[src/rtl/lifo_pkg.sv]
package lifo_pkg;
  typedef enum logic [1:0] {
    OP_IDLE   = 2'd0,
    OP_PUSH   = 2'd1,
    OP_POP    = 2'd2,
    OP_REJECT = 2'd3
  } stk_op_e;
endpackage

[src/rtl/lifo_op_arb.sv]
module lifo_op_arb
  import lifo_pkg::*;
(
  input  logic    push_i,
  input  logic    pop_i,
  input  logic    full_i,
  input  logic    empty_i,
  output stk_op_e op_o
);
  // pop wins; a losing push is simply dropped
  always_comb begin
    op_o = OP_IDLE;
    if (pop_i) begin
      op_o = empty_i ? OP_REJECT : OP_POP;
    end else if (push_i) begin
      op_o = full_i ? OP_REJECT : OP_PUSH;
    end
  end
endmodule

[src/rtl/lifo_ptr_flags.sv]
module lifo_ptr_flags
  import lifo_pkg::*;
#(
  parameter int unsigned AW = 6
) (
  input  logic          clk_i,
  input  logic          rst_ni,
  input  stk_op_e       op_i,
  output logic [AW-1:0] sp_o,
  output logic [AW-1:0] sp_inc_o,
  output logic          full_o,
  output logic          empty_o,
  output logic          err_o
);
  localparam logic [AW-1:0] ONE  = AW'(1);
  localparam logic [AW-1:0] ZERO = '0;

  logic [AW-1:0] sp_q, sp_dec;
  logic          full_q, empty_q, err_q;

  assign sp_inc_o = sp_q + ONE;
  assign sp_dec   = sp_q - ONE;

  always_ff @(posedge clk_i or negedge rst_ni) begin
    if (!rst_ni) begin
      sp_q    <= ZERO;
      full_q  <= 1'b0;
      empty_q <= 1'b1;
      err_q   <= 1'b0;
    end else begin
      err_q <= (op_i == OP_REJECT);
      unique case (op_i)
        OP_PUSH: begin
          sp_q    <= sp_inc_o;
          empty_q <= 1'b0;
          if (sp_inc_o == ZERO) full_q <= 1'b1;
        end
        OP_POP: begin
          sp_q   <= sp_dec;
          full_q <= 1'b0;
          if (sp_dec == ZERO) empty_q <= 1'b1;
        end
        default: ;
      endcase
    end
  end

  assign sp_o    = sp_q;
  assign full_o  = full_q;
  assign empty_o = empty_q;
  assign err_o   = err_q;
endmodule

[src/rtl/lifo_store.sv]
module lifo_store #(
  parameter int unsigned DW = 16,
  parameter int unsigned AW = 6
) (
  input  logic          clk_i,
  input  logic          rst_ni,
  input  logic          we_i,
  input  logic [AW-1:0] waddr_i,
  input  logic [DW-1:0] wdata_i,
  input  logic          re_i,
  input  logic [AW-1:0] raddr_i,
  output logic [DW-1:0] rdata_o
);
  localparam int unsigned DEPTH = 1 << AW;

  logic [DW-1:0] word_q [DEPTH];
  logic [DW-1:0] dreg_q;

  // per-word enables keep the array as plain flops with no reset
  for (genvar g = 0; g < DEPTH; g++) begin : g_word
    always_ff @(posedge clk_i) begin
      if (we_i && (waddr_i == AW'(g))) word_q[g] <= wdata_i;
    end
  end

  always_ff @(posedge clk_i or negedge rst_ni) begin
    if (!rst_ni)   dreg_q <= '0;
    else if (re_i) dreg_q <= word_q[raddr_i];
  end

  assign rdata_o = dreg_q;
endmodule

[src/rtl/lifo_reg_stack.sv]
module lifo_reg_stack
  import lifo_pkg::*;
#(
  parameter int unsigned DW = 16,
  parameter int unsigned AW = 6
) (
  input  logic          clk_i,
  input  logic          rst_ni,
  input  logic          push_i,
  input  logic          pop_i,
  input  logic [DW-1:0] wdata_i,
  output logic [DW-1:0] rdata_o,
  output logic [AW-1:0] sp_o,
  output logic          full_o,
  output logic          empty_o,
  output logic          err_o
);
  stk_op_e       op;
  logic [AW-1:0] sp, sp_inc;
  logic          full, empty;

  lifo_op_arb u_arb (
    .push_i  (push_i),
    .pop_i   (pop_i),
    .full_i  (full),
    .empty_i (empty),
    .op_o    (op)
  );

  lifo_ptr_flags #(.AW(AW)) u_ptr (
    .clk_i    (clk_i),
    .rst_ni   (rst_ni),
    .op_i     (op),
    .sp_o     (sp),
    .sp_inc_o (sp_inc),
    .full_o   (full),
    .empty_o  (empty),
    .err_o    (err_o)
  );

  lifo_store #(.DW(DW), .AW(AW)) u_store (
    .clk_i   (clk_i),
    .rst_ni  (rst_ni),
    .we_i    (op == OP_PUSH),
    .waddr_i (sp_inc),
    .wdata_i (wdata_i),
    .re_i    (op == OP_POP),
    .raddr_i (sp),
    .rdata_o (rdata_o)
  );

  assign sp_o    = sp;
  assign full_o  = full;
  assign empty_o = empty;
endmodule

[config.mk]
export PLATFORM = sky130hd
export DESIGN_NAME = lifo_reg_stack
export DESIGN_NICKNAME = d
export VERILOG_FILES = /design/src/rtl/lifo_pkg.sv /design/src/rtl/lifo_op_arb.sv /design/src/rtl/lifo_ptr_flags.sv /design/src/rtl/lifo_store.sv /design/src/rtl/lifo_reg_stack.sv
export SDC_FILE = /design/constraint.sdc
export NUM_CORES = 1
export LEC_CHECK = 0
export BUFFER_PORTS_ARGS = -buffer_cell sky130_fd_sc_hd__buf_4
export CAP_MARGIN = 20
export CORE_ASPECT_RATIO = 1.1
export CORE_MARGIN = 2
export CORE_UTILIZATION = 47
export DETAILED_ROUTE_END_ITERATION = 16
export PLACE_DENSITY_LB_ADDON = 0.1
export SETUP_SLACK_MARGIN = 0.1
export SYNTH_ARGS = -nofsm -noshare
export SYNTH_HDL_FRONTEND = slang
export SYNTH_SLANG_ARGS = --single-unit
[constraint.sdc]
create_clock -name clk_i -period 3.31 [get_ports clk_i]
set_input_delay 0.662 -clock clk_i [delete_from_list [all_inputs] [get_ports clk_i]]
set_output_delay 0.662 -clock clk_i [all_outputs]
set_load 0.02 [all_outputs]
# Word-level counts from Yosys, hierarchy flattened
# Memories as Yosys holds them, arrays and structs flattened. A register that Yosys moved wholly into a read port is not among the register bits.
# Index checks and enable logic that the tools add are counted.
dict set report op_classes {
  n_reduce_logical 133
  add_sub_neg 2
  n_eq_ne 68
  n_mux 326
}
# cell count
set ops {}
lappend ops {{16-bit 2-to-1 mux} 63}
lappend ops {{16-bit OR reduction} 63}
lappend ops {{6-bit 2-to-1 mux} 63}
lappend ops {{1-bit 2-to-1 mux} 194}
lappend ops {{6-bit equality test (second input constant)} 32}
lappend ops {{6-bit by 5-bit equality test with 1-bit output (second input constant)} 16}
lappend ops {{1-bit logical AND} 64}
lappend ops {{6-bit by 4-bit equality test with 1-bit output (second input constant)} 8}
lappend ops {{6-bit by 3-bit equality test with 1-bit output (second input constant)} 4}
lappend ops {{6-bit by 2-bit equality test with 1-bit output (second input constant)} 2}
lappend ops {{6-bit logical NOT} 2}
lappend ops {{6-bit one-hot mux with 2 select lines} 1}
lappend ops {{6-bit by 1-bit adder with 6-bit output (second input constant)} 1}
lappend ops {{6-bit by 1-bit equality test with 1-bit output (second input constant)} 1}
lappend ops {{2-bit 2-to-1 mux} 3}
lappend ops {{6-bit by 1-bit subtractor with 6-bit output (second input constant)} 1}
lappend ops {{2-bit equality test (second input constant)} 2}
lappend ops {{2-bit != test (second input constant)} 2}
lappend ops {{1-bit one-hot mux with 2 select lines} 2}
lappend ops {{2-bit AND reduction} 2}
lappend ops {{2-bit by 1-bit equality test with 1-bit output (second input constant)} 1}
lappend ops {{2-bit nonzero test} 1}
lappend ops {{1-bit logical NOT} 1}
dict set report totals {
  mem_count 1
  out_inout_bits 25
  ram_bits 1024
  ff_bits 9
  in_bits 20
}
# memory depth width read_ports rd_clocked_by_memory_dff write_ports line
set memory_table {}
lappend memory_table {u_store.word_q 64 16 1 1 1 lifo_store.sv:16} ;# logic [DW-1:0] word_q [DEPTH];

# Longest topological paths before layout
# Gate-level depths: netlist (run 1).
dict set report logic_depth {
  depth_word 71
  mapped_depth 10
  mapped_depth_nobuf 7
}

# By module
# A second synthesis (run 1) with hierarchy kept.
dict set report hier_totals {
  cells_unflattened 2039
  area_unflattened_um2 40787.9
}
# mod cells_each area_each_um2 n_inst
set by_module_without_submodules {}
lappend by_module_without_submodules {lifo_store 1967 40094.7 1}
lappend by_module_without_submodules {lifo_ptr_flags 68 654.4 1}
lappend by_module_without_submodules {lifo_op_arb 2 23.8 1}
lappend by_module_without_submodules {lifo_reg_stack 2 15.0 1}

# Least setup slack after synthesis (run 1)
# Ideal clock, no wire load.
dict set report synth_timing {
  path_type {reg-to-reg}
  start {register u_ptr.sp_q[1], in the netlist u_ptr.sp_o[1]}
  end {memory u_store.word_q[50][0], enable pin}
  t_arrival_ns 2.518
  setup_time_ns 0.388
  synth_period_minus_slack_ns 2.906
  n_path_buf 3
  setup_slack_ns 0.404
  required_ns 2.922
  path_stages_with_launch 9
  cell_sequence {dfrtp_1 buf_2 buf_2 nand3_1 or3_1 nand2_1 nand2_1 clkbuf_1 nor2_1}
}
dict set report synth_via {
  elab_chain_len 69
  word_cells_on_any_way 446
}
# element line
set synth_lines {}
lappend synth_lines {{start, declared} lifo_ptr_flags.sv:18} ;# logic [AW-1:0] sp_q, sp_dec;
lappend synth_lines {{start signal, assigned} lifo_ptr_flags.sv:34} ;# sp_q <= sp_inc_o;
lappend synth_lines {{start signal, assigned} lifo_ptr_flags.sv:39} ;# sp_q <= sp_dec;
lappend synth_lines {{6-bit by 1-bit adder with 6-bit output *} lifo_ptr_flags.sv:21} ;# assign sp_inc_o = sp_q + ONE;
lappend synth_lines {{6-bit by 1-bit equality test with 1-bit output} lifo_store.sv:22} ;# if (we_i && (waddr_i == AW'(g))) word_q[g] <= wdata_i;
lappend synth_lines {{1-bit logical AND} lifo_store.sv:22}
lappend synth_lines {{1-bit 2-to-1 mux} lifo_store.sv:22}
lappend synth_lines {{1-bit 2-to-1 mux (implied by the code)} lifo_store.sv:22}
lappend synth_lines {{16-bit OR reduction (no source line)} n/a}
lappend synth_lines {{6-bit 2-to-1 mux (no source line) or 1-bit 2-to-1 mux (tied branches) (63 in a row)} n/a}
lappend synth_lines {{end, declared} lifo_store.sv:16}
# Mark *: on every way between the ends. The rest lies on a longest branch, timed or not.

==> impl_metrics.env, run 1 <==
export IMPL_relSlewSlack=0.366
export IMPL_area_delta_synth_final_pct=15.7
export IMPL_routedWlPerCell_um=29.8
export IMPL_critPathTopFamily="compound AO/OA/AOI/OAI gates"
export IMPL_synth_compound_area_share=0.0306
export IMPL_synthAdderAreaFrac=0.00308
export IMPL_path_buf_inv=2
export IMPL_crit_chain="buf_12, buf_4, mux2_2, a22oi_1, nand3_1, o32ai_1, nand2_1"
export IMPL_grt_pass1_vias=20500
export IMPL_cts_inserted_buffers=105
export IMPL_drive_gt1_frac=0.260
export IMPL_final_min_clock_period_ps=3170
export IMPL_ff2ff_setup_slack_ps=140
export IMPL_fin_nets=2223
export IMPL_syn_nets=2037
export IMPL_grt_overflow=0
export IMPL_clockBufferDepth=3
export IMPL_slowest_stage="o32ai_1"
export IMPL_worst_setup_path_start_kind="register"
export IMPL_synth_top_family_by_area="multiplexers"
export IMPL_via_per_inst=5.86
export IMPL_syn_cell_area_um2=40600
export IMPL_p_seq_frac=0.402
export IMPL_pwr_share_comb=0.274
export IMPL_switchingPower_mw=11.5
export IMPL_remaining_drc_errors=0
export IMPL_start_util=0.472
export IMPL_cts_max_level=3
export IMPL_run_status="complete, no violations"
export IMPL_place_area_um2=43300
export IMPL_final_common_cell="edfxtp_1"
export IMPL_synth_xor_area_frac=0.00173
export IMPL_critPathMaxFanout=42
export IMPL_holdWs_ps=431
export IMPL_synthArstFlopShare=0.0238
export IMPL_grt_antenna_before_repair=1
export IMPL_yosysSeqAreaShare=0.773
export IMPL_worst_slack_ps=143
export IMPL_max_stage_delay_ps=710
export IMPL_vias=20100
export IMPL_drt_initial_drc_count=1928
export IMPL_stdcell_count=3433
export IMPL_clock_power_share=0.324
export IMPL_cts_sinks=1049
export IMPL_tns_ps=0
export IMPL_clk_pin_slew_ps=60
export IMPL_ys_types=48
export IMPL_skew_ps=27.1
export IMPL_grt_usage=0.232
export IMPL_ir_drop_uv=556
export IMPL_finalCritPeriodShare=0.957
export IMPL_dp_hpwl_mm=61.3
export IMPL_setup_viol=0
export IMPL_clock_fmax_ghz=0.316
export IMPL_met2_usage=0.375
export IMPL_grt_use_met3=0.0369
export IMPL_endpoint_kind="register"
export IMPL_cts_root_buffer="clkbuf_16"
export IMPL_drtPass1Iterations=5
export IMPL_ioPinCount=45
export IMPL_clk_latency_ps=680
export IMPL_rsz0062_at_grt="false"
export IMPL_worstPathArrival_ps=3710
export IMPL_cp_data_required_time_ps=3850
export IMPL_placed_cells=3235
export IMPL_power_density_nw_per_um2=808
export IMPL_ant_nets=0
export IMPL_maxCapViolCount=0
export IMPL_p_int_mw=26.5
export IMPL_muxShareOfSynthArea=0.148
export IMPL_hold_path_class="in2reg"
export IMPL_gp_congestion=0.979
export IMPL_ys_flop_type="edfxtp_1"
export IMPL_portBuffers=44
export IMPL_hold_viol=0
export IMPL_core_area_um2=86000
export IMPL_synth_simple_area_share=0.0312
export IMPL_grt_busiest_layer="met2"
export IMPL_slew_viol_final=0
export IMPL_ys_warn_count=0
export IMPL_cts_tree="done"
export IMPL_dieArea_um2=88800
export IMPL_syn_avg_cell_area_um2=20.2
export IMPL_finish_instance_area_um2=47000
export IMPL_die_h_um=312
export IMPL_use_met1=0.326
export IMPL_die_w_um=284
export IMPL_synth_edf_count=1024
export IMPL_crit_type="reg2reg"
export IMPL_place_worst_setup_slack_ps=138
export IMPL_syn_inst=2007
export IMPL_routed_wl_mm=102
export IMPL_ys_ff_latch=1049
export IMPL_p_leak_nw=15.4
export IMPL_layout_common_cells="1,024 x edfxtp_1, 192 x mux4_2, 163 x buf_4"
export IMPL_grt_pass1_wl_mm=148
export IMPL_rows=113
export IMPL_tightest_slew_ps=950
export IMPL_grt_max_degree=89
export IMPL_switching_share=0.302
-- final timing paths --
kind,start,to,cells after the start
worst max register to register,u_ptr.sp_o[0]$_DFFE_PN0P_,u_store.rdata_o[10]$_DFFE_PN0P_,7
worst min-delay path,pop_i,u_ptr.err_o$_DFF_PN0_,3
min in group asynchronous,rst_ni,u_store.rdata_o[9]$_DFFE_PN0P_,2
worst min register to register,u_ptr.empty_o$_DFFE_PN1P_,u_ptr.empty_o$_DFFE_PN1P_,2
max in group asynchronous,rst_ni,u_ptr.sp_o[3]$_DFFE_PN0P_,2
worst max-delay path,u_ptr.sp_o[0]$_DFFE_PN0P_,u_store.rdata_o[10]$_DFFE_PN0P_,7
-- synth_stat cells (4+ instances only) --
| cell | number | area share |
|---|---|---|
| xnor2_1 | 4 | 0.00086 |
| nor2_1 | 157 | 0.015 |
| mux2_2 | 32 | 0.0089 |
| nor2b_1 | 17 | 0.0026 |
| a21oi_1 | 35 | 0.0043 |
| buf_2 | 51 | 0.0063 |
| clkbuf_1 | 49 | 0.0045 |
| a22oi_1 | 79 | 0.015 |
| buf_1 | 8 | 0.00074 |
| nor3_1 | 16 | 0.0020 |
| xor2_1 | 4 | 0.00086 |
| o22ai_1 | 31 | 0.0048 |
| nand3_1 | 37 | 0.0046 |
| o32ai_1 | 16 | 0.0035 |
| mux2i_1 | 131 | 0.032 |
| ha_1 | 10 | 0.0031 |
| o21ai_0 | 5 | 0.00062 |
| mux4_2 | 192 | 0.11 |
| edfxtp_1 | 1024 | 0.76 |
| inv_1 | 5 | 0.00046 |
| dfrtp_1 | 24 | 0.015 |
| nand2_1 | 45 | 0.0042 |
-- tightest hold or removal path, cell delays in order --
cell and delay [ps]:
buf_4 120, a21o_1 140, ha_1 150
-- kinds of logic (layout without fill, tap and decap cells) --
| kind of cell | Yosys count | count (layout) |
|---|---|---|
| xor gates and xnor gates | 8 | 8 |
| other | 0 | 1 |
| DFF | 1049 | 1049 |
| and+or+nand+nor | 289 | 289 |
| buffers and inverters | 117 | 392 |
| muxes | 355 | 355 |
| adders and majority gates | 10 | 10 |
| AOI/OAI and AO/OA | 179 | 179 |
-- per-stage QoR --
| stage | utilization | power (mW) |
|---|---|---|
| floorplan | - | 21.9 |
| global placement | 0.504 | 26.0 |
| detailed placement | 0.504 | 26.0 |
| CTS | 0.546 | 38.3 |
| global route | 0.547 | 39.3 |
| finish | 0.547 | 37.9 |
-- power groups by stage --
stage                     Sequential (mW)  Clock (mW)  Combinational [mW]
after detailed placement             15.5           0                10.5
after global placement               15.5           0                10.5
final                                15.3        12.3                10.4
after global routing                 15.3        13.0                11.0
after CTS                            15.2        12.6                10.5
after floorplan                      15.4           0                6.56
-- registers in the layout, summed over array words and instances, names as in the netlist --
name and count:
u_ptr.full_o 1, u_ptr.empty_o 1, u_store.word_q 1024, u_ptr.sp_o 6
u_store.rdata_o 16, u_ptr.err_o 1
-- layout make-up --
| class | count | area, µm² |
|---|---|---|
| clock inverter | 72 | 830 |
| tap | 1150 | 1440 |
| timing repair buffer | 191 | 1770 |
| inverter | 5 | 18.8 |
| antenna | 1 | 2.50 |
| clock buffer | 124 | 2760 |
| fill | 6691 | 39000 |
| multi-input combinational | 841 | 8770 |
| sequential | 1049 | 31400 |
-- routing by layer --
layer / part of all wire / routed length [µm]
met1: 0.41 / 42400
met4: 0.030 / 3080
met2: 0.49 / 50400
met3: 0.063 / 6410
met5: 0 / 0
-- repair_timing --
item	4_1_cts	5_1_grt
hold buffers	1	0
resized for setup	0	6
buffers inserted	0	0
endpoints found under the setup margin	0	6
hold endpoints to repair	24	0
Note: power is estimated with default switching activity, not from simulation.
==> run 2: changes to the inputs <==
--- a/config.mk
+++ b/config.mk
@@ -9,7 +9,7 @@
 export CAP_MARGIN = 20
 export CORE_ASPECT_RATIO = 1.1
 export CORE_MARGIN = 2
-export CORE_UTILIZATION = 47
+export CORE_UTILIZATION = 50
 export DETAILED_ROUTE_END_ITERATION = 16
 export PLACE_DENSITY_LB_ADDON = 0.1
 export SETUP_SLACK_MARGIN = 0.1
==> run 2 against run 1 <==
Against the previous run: cell area is 1.1% lower; highest routed layer unchanged; core utilization up 3.2 points; hold slack better by 0.89 ps; via count decreased by 0.36%; first-iteration DRC count rose by 6.1%; critical path depth unchanged; final cell count is 3.3% lower; clock power fell by 9.8%; sequential share of layout area increased by 0.71 points; fmax increased by 1.2%; largest power group unchanged; global-route usage increased by 0.52 points.
==> impl_metrics.env, run 2 (synthesized netlist as in run 1, its figures left out) <==
export IMPL_rows=109
export IMPL_routed_wl_mm=97.9
export IMPL_drt_initial_drc_count=2045
export IMPL_worstRegToRegCells=7
export IMPL_via_per_inst=6.04
export IMPL_seq_area_um2=31400
export IMPL_finish_instance_area_um2=46500
export IMPL_maxCapViolCount=0
export IMPL_diodes=0
export IMPL_layout_common_cells="1,024 x edfxtp_1, 192 x mux4_2, 155 x nor2_1"
export IMPL_remaining_drc_errors=0
export IMPL_vias=20100
export IMPL_grt_max_degree=109
export IMPL_grt_antenna_before_repair=1
export IMPL_dp_hpwl_mm=57.8
export IMPL_grt_pass1_wl_mm=141
export IMPL_clk_latency_ps=660
export IMPL_clk_pin_slew_ps=60
export IMPL_worstSetupStartpoint="u_ptr.sp_o[0]$_DFFE_PN0P_"
export IMPL_worstPathArrival_ps=3640
export IMPL_ir_drop_uv=655
export IMPL_die_w_um=276
export IMPL_start_util=0.505
export IMPL_multi_input_area_um2=8740
export IMPL_met2_usage=0.389
export IMPL_fillers=5926
export IMPL_cts_setup_buffers=0
export IMPL_die_h_um=303
export IMPL_drive_gt1_frac=0.250
export IMPL_final_min_clock_period_ps=3130
export IMPL_ioPinCount=45
export IMPL_crit_type="reg2reg"
export IMPL_critPathMaxFanout=36
export IMPL_relSlewSlack=0.403
export IMPL_cts_tree="done"
export IMPL_drtPass1Iterations=7
export IMPL_r2r_end="u_store.rdata_o[8]$_DFFE_PN0P_"
export IMPL_r2r_start="u_ptr.sp_o[0]$_DFFE_PN0P_"
export IMPL_ff2ff_setup_slack_ps=180
export IMPL_run_status="complete, no violations"
export IMPL_grt_usage=0.238
export IMPL_fin_nets=2214
export IMPL_gp_congestion=0.910
export IMPL_cts_max_level=3
export IMPL_cts_sinks=1049
export IMPL_endpoint_kind="register"
export IMPL_use_met1=0.336
export IMPL_power_total_mw=36.6
export IMPL_p_leak_nw=15.2
export IMPL_largest_register_ffs=1024
export IMPL_cts_root_buffer="clkbuf_16"
export IMPL_grt_use_met3=0.0412
export IMPL_finalCritPeriodShare=0.946
export IMPL_clockBufferDepth=3
export IMPL_worst_setup_path_start_kind="register"
export IMPL_grt_pass1_vias=20100
export IMPL_skew_ps=24.6
export IMPL_clock_power_share=0.304
export IMPL_switchingPower_mw=11.0
export IMPL_core_area_um2=80300
export IMPL_cp_endpoint="u_store.rdata_o[8]$_DFFE_PN0P_"
export IMPL_clock_fmax_ghz=0.319
export IMPL_slew_viol_final=0
export IMPL_grt_overflow=0
export IMPL_tightest_slew_ps=896
export IMPL_dieArea_um2=83500
export IMPL_hold_viol=0
export IMPL_grt_busiest_layer="met2"
export IMPL_portBuffers=44
export IMPL_fin_util=0.579
export IMPL_area_delta_synth_final_pct=14.5
export IMPL_p_seq_frac=0.414
export IMPL_setup_viol=0
export IMPL_pwr_share_comb=0.281
export IMPL_cts_inserted_buffers=101
export IMPL_regMostFlops="u_store.word_q"
export IMPL_p_int_mw=25.7
export IMPL_tns_ps=0
export IMPL_place_area_um2=43300
export IMPL_routedWlPerCell_um=29.5
export IMPL_hold_path_class="in2reg"
export IMPL_cp_data_required_time_ps=3820
export IMPL_switching_share=0.300
export IMPL_power_density_nw_per_um2=788
export IMPL_rsz0062_at_grt="true"
export IMPL_final_common_cell="edfxtp_1"
export IMPL_ant_nets=0
==> run 2: critical path: stages, from the launching register on <==
cell and delay [ps]:
dfrtp_4 620, buf_12 330, buf_4 310, mux4_2 540
a22oi_1 370, nand2_1 110, a21oi_1 490, nand2_1 160
==> run 2: what timing repair did <==
item,CTS,global route
hold buffers,1,0
endpoints found under the setup margin,0,109
endpoints found under the hold margin,24,0
resized for setup,0,3
==> run 2: layout make-up <==
| class | instances | area share |
|---|---|---|
| sequential | 1049 | 0.675 |
| multi-input combinational | 841 | 0.188 |
| clock buffer | 135 | 0.0593 |
| timing repair buffer | 186 | 0.0392 |
| tap | 1054 | 0.0284 |
| clock inverter | 51 | 0.00958 |
| inverter | 5 | 0.000404 |
==> run 2: per-layer routing <==
metal,vias up,share of wire
met4,0,0.021
met5,-,0
met3,120,0.067
met2,713,0.49
li1,8593,-
met1,10600,0.42
==> run 2: how the worst min path moves through the flow <==
| stage | startpoint | endpoint | slack (ps) | cells past startpoint |
|---|---|---|---|---|
| after CTS | pop_i | u_ptr.err_o$_DFF_PN0_ | 380 | 3 |
| after global routing | pop_i | u_ptr.err_o$_DFF_PN0_ | 430 | 3 |
| after global placement | rst_ni | u_store.rdata_o[15]$_DFFE_PN0P_ | 600 | 1 |
| after detailed placement | rst_ni | u_ptr.err_o$_DFF_PN0_ | 600 | 1 |
| final | pop_i | u_ptr.err_o$_DFF_PN0_ | 430 | 3 |
| after floorplan | rst_ni | u_ptr.err_o$_DFF_PN0_ | 370 | 0 |
==> run 2: stage by stage <==
stage	instances	setup WS (ps)	hold WS, ps
floorplan	2007	404	366
global placement	3134	125	604
detailed placement	3134	151	604
CTS	3321	150	382
global route	3321	46.5	433
finish	3321	179	432
==> run 2: power by group through the flow <==
stage | logic (mW) | registers, mW | clock network (mW)
finish | 10.3 | 15.2 | 11.1
global route | 10.9 | 15.2 | 11.8
CTS | 10.4 | 15.2 | 11.4
detailed placement | 10.4 | 15.5 | 0
global placement | 10.4 | 15.4 | 0
floorplan | 6.56 | 15.4 | 0
==> run 3: changes to the inputs <==
==> constraint.sdc (replaced) <==
create_clock -name clk_i -period 3.5 [get_ports clk_i]
set_input_delay 0.7 -clock clk_i [delete_from_list [all_inputs] [get_ports clk_i]]
set_output_delay 0.7 -clock clk_i [all_outputs]
set_load 0.02 [all_outputs]
==> run 3 against run 2 <==
Against the previous run: clock power is 5% lower; non-clock buffer count is 20 lower; global-route usage is 0.32 points higher; core utilization is 0.52 points lower; final cell count is 0.66% lower; flip-flop and latch count stayed put; hold slack better by 42 ps; critical path depth is 1 higher.
==> impl_metrics.env, run 3 (synthesized netlist as in run 1, its figures left out) <==
export IMPL_rsz0062_at_grt="false"
export IMPL_cts_tree="done"
export IMPL_hold_start="pop_i"
export IMPL_clk_pin_slew_ps=60
export IMPL_finalCritPeriodShare=0.883
export IMPL_p_leak_nw=15.1
export IMPL_holdWs_ps=474
export IMPL_endpoint_kind="register"
export IMPL_fin_util=0.573
export IMPL_ioPinCount=45
export IMPL_grt_usage=0.241
export IMPL_tightest_slew_ps=843
export IMPL_grt_max_degree=84
export IMPL_slew_viol_final=0
export IMPL_maxCapViolCount=0
export IMPL_cp_data_required_time_ps=3830
export IMPL_routedWlPerCell_um=30.0
export IMPL_final_common_cell="edfxtp_1"
export IMPL_routed_wl_mm=98.9
export IMPL_fillers=5938
export IMPL_place_area_um2=42900
export IMPL_run_status="complete, no violations"
export IMPL_gp_congestion=0.888
export IMPL_setup_viol=0
export IMPL_area_delta_synth_final_pct=13.5
export IMPL_dieArea_um2=83500
export IMPL_ir_drop_uv=476
export IMPL_dp_hpwl_mm=56.7
export IMPL_critPathTopFamily="buffers and inverters"
export IMPL_clock_fmax_ghz=0.324
export IMPL_r2r_start="u_ptr.sp_o[1]$_DFFE_PN0P_"
export IMPL_finish_instance_area_um2=46100
export IMPL_clk_latency_ps=660
export IMPL_hold_path_class="in2reg"
export IMPL_cts_inserted_buffers=103
export IMPL_grt_pass1_vias=20300
export IMPL_worstPathArrival_ps=3420
export IMPL_ant_nets=0
export IMPL_path_buf_inv=3
export IMPL_cts_root_buffer="clkbuf_16"
export IMPL_whs_path_depth=3
export IMPL_remaining_drc_errors=0
export IMPL_drtPass1Iterations=7
export IMPL_cts_setup_buffers=0
export IMPL_grt_antenna_before_repair=0
export IMPL_rows=109
export IMPL_portBuffers=44
export IMPL_die_w_um=276
export IMPL_crit_path_frequent_cell="buf_4"
export IMPL_largest_register_ffs=1024
export IMPL_tns_ps=0
export IMPL_cts_resized=0
export IMPL_worstRegToRegCells=8
export IMPL_skew_ps=12.8
export IMPL_drive_gt1_frac=0.239
export IMPL_r2r_end="u_store.word_q[30][2]$_DFFE_PP_"
export IMPL_cts_sinks=1049
export IMPL_crit_chain="buf_4, a21boi_0, nor2_1, o22ai_1, nand3_1, buf_4, nor2_1, buf_4"
export IMPL_vias=20100
export IMPL_whs_endpoint="u_ptr.err_o$_DFF_PN0_"
export IMPL_ff2ff_setup_slack_ps=410
export IMPL_start_util=0.505
export IMPL_worst_setup_path_start_kind="register"
export IMPL_hold_viol=0
export IMPL_core_area_um2=80300
export IMPL_slowest_stage="dfrtp_1"
export IMPL_final_min_clock_period_ps=3090
export IMPL_layout_common_cells="1,024 x edfxtp_1, 192 x mux4_2, 155 x nor2_1"
export IMPL_die_h_um=303
export IMPL_max_stage_delay_ps=540
export IMPL_critPathMaxFanout=16
export IMPL_power_density_nw_per_um2=745
export IMPL_drt_initial_drc_count=2081
export IMPL_relSlewSlack=0.438
export IMPL_cts_max_level=3
export IMPL_fin_nets=2196
export IMPL_via_per_inst=6.09
export IMPL_clockBufferDepth=3
export IMPL_crit_type="reg2reg"
export IMPL_grt_pass1_wl_mm=143
export IMPL_regMostFlops="u_store.word_q"
export IMPL_grt_overflow=0
==> run 3: how the worst max path moves through the flow <==
stage                                          from                          endpoint  cells after the start
after floorplan           u_ptr.sp_o[1]$_DFFE_PN0P_   u_store.word_q[50][0]$_DFFE_PP_                      8
after global placement                        pop_i   u_store.word_q[30][4]$_DFFE_PP_                      8
after detailed placement                      pop_i   u_store.word_q[30][6]$_DFFE_PP_                      8
after CTS                 u_ptr.sp_o[1]$_DFFE_PN0P_  u_store.word_q[30][13]$_DFFE_PP_                      8
after global routing      u_ptr.sp_o[0]$_DFFE_PN0P_   u_store.word_q[5][12]$_DFFE_PP_                      7
final                     u_ptr.sp_o[1]$_DFFE_PN0P_   u_store.word_q[30][2]$_DFFE_PP_                      8
==> run 3: final cells by class <==
class	count	area [µm²]	share of cell area
multi-input combinational	841	8720	0.189
sequential	1049	31400	0.681
tap	1054	1320	0.0286
clock inverter	57	532	0.0115
clock buffer	126	2660	0.0578
inverter	5	18.8	0.000407
antenna	1	2.50	0.0000543
timing repair buffer	166	1420	0.0309
==> run 3: through the flow <==
stage               cells  power (mW)  setup WS, ps
global route         3298        35.6           279
detailed placement   3114        24.1           357
CTS                  3298        34.6           462
floorplan            2007        20.7           594
finish               3299        34.3           410
global placement     3114        24.1           360
==> run 3: worst min-delay path: cells and delay by family <==
| family | cells | cell delay (ps) |
|---|---|---|
| adder cells (fa/ha/maj) | 1 | 170 |
| AO/OA/AOI/OAI | 1 | 140 |
| buffers and inverters | 1 | 90 |
==> run 3: per-layer routing <==
layer  up-vias  GRT usage  part of all wire
met5         -          0                 0
met4         0     0.0744             0.028
met1     10800      0.343              0.42
li1       8562          -                 -
met2       635      0.393              0.49
met3       133     0.0309             0.061
==> run 3: timing repair <==
item	in CTS	in global routing
hold endpoints to repair	24	0
setup endpoints to repair	0	0
hold buffers	1	0
==> run 3: power by group <==
group          switching, mW  total (mW)  internal, mW  leakage (nW)
Sequential             0.364        14.4          14.1          9.52
Clock                   4.58        10.6          5.99          1.55
Combinational           5.34        9.32          3.99          3.99
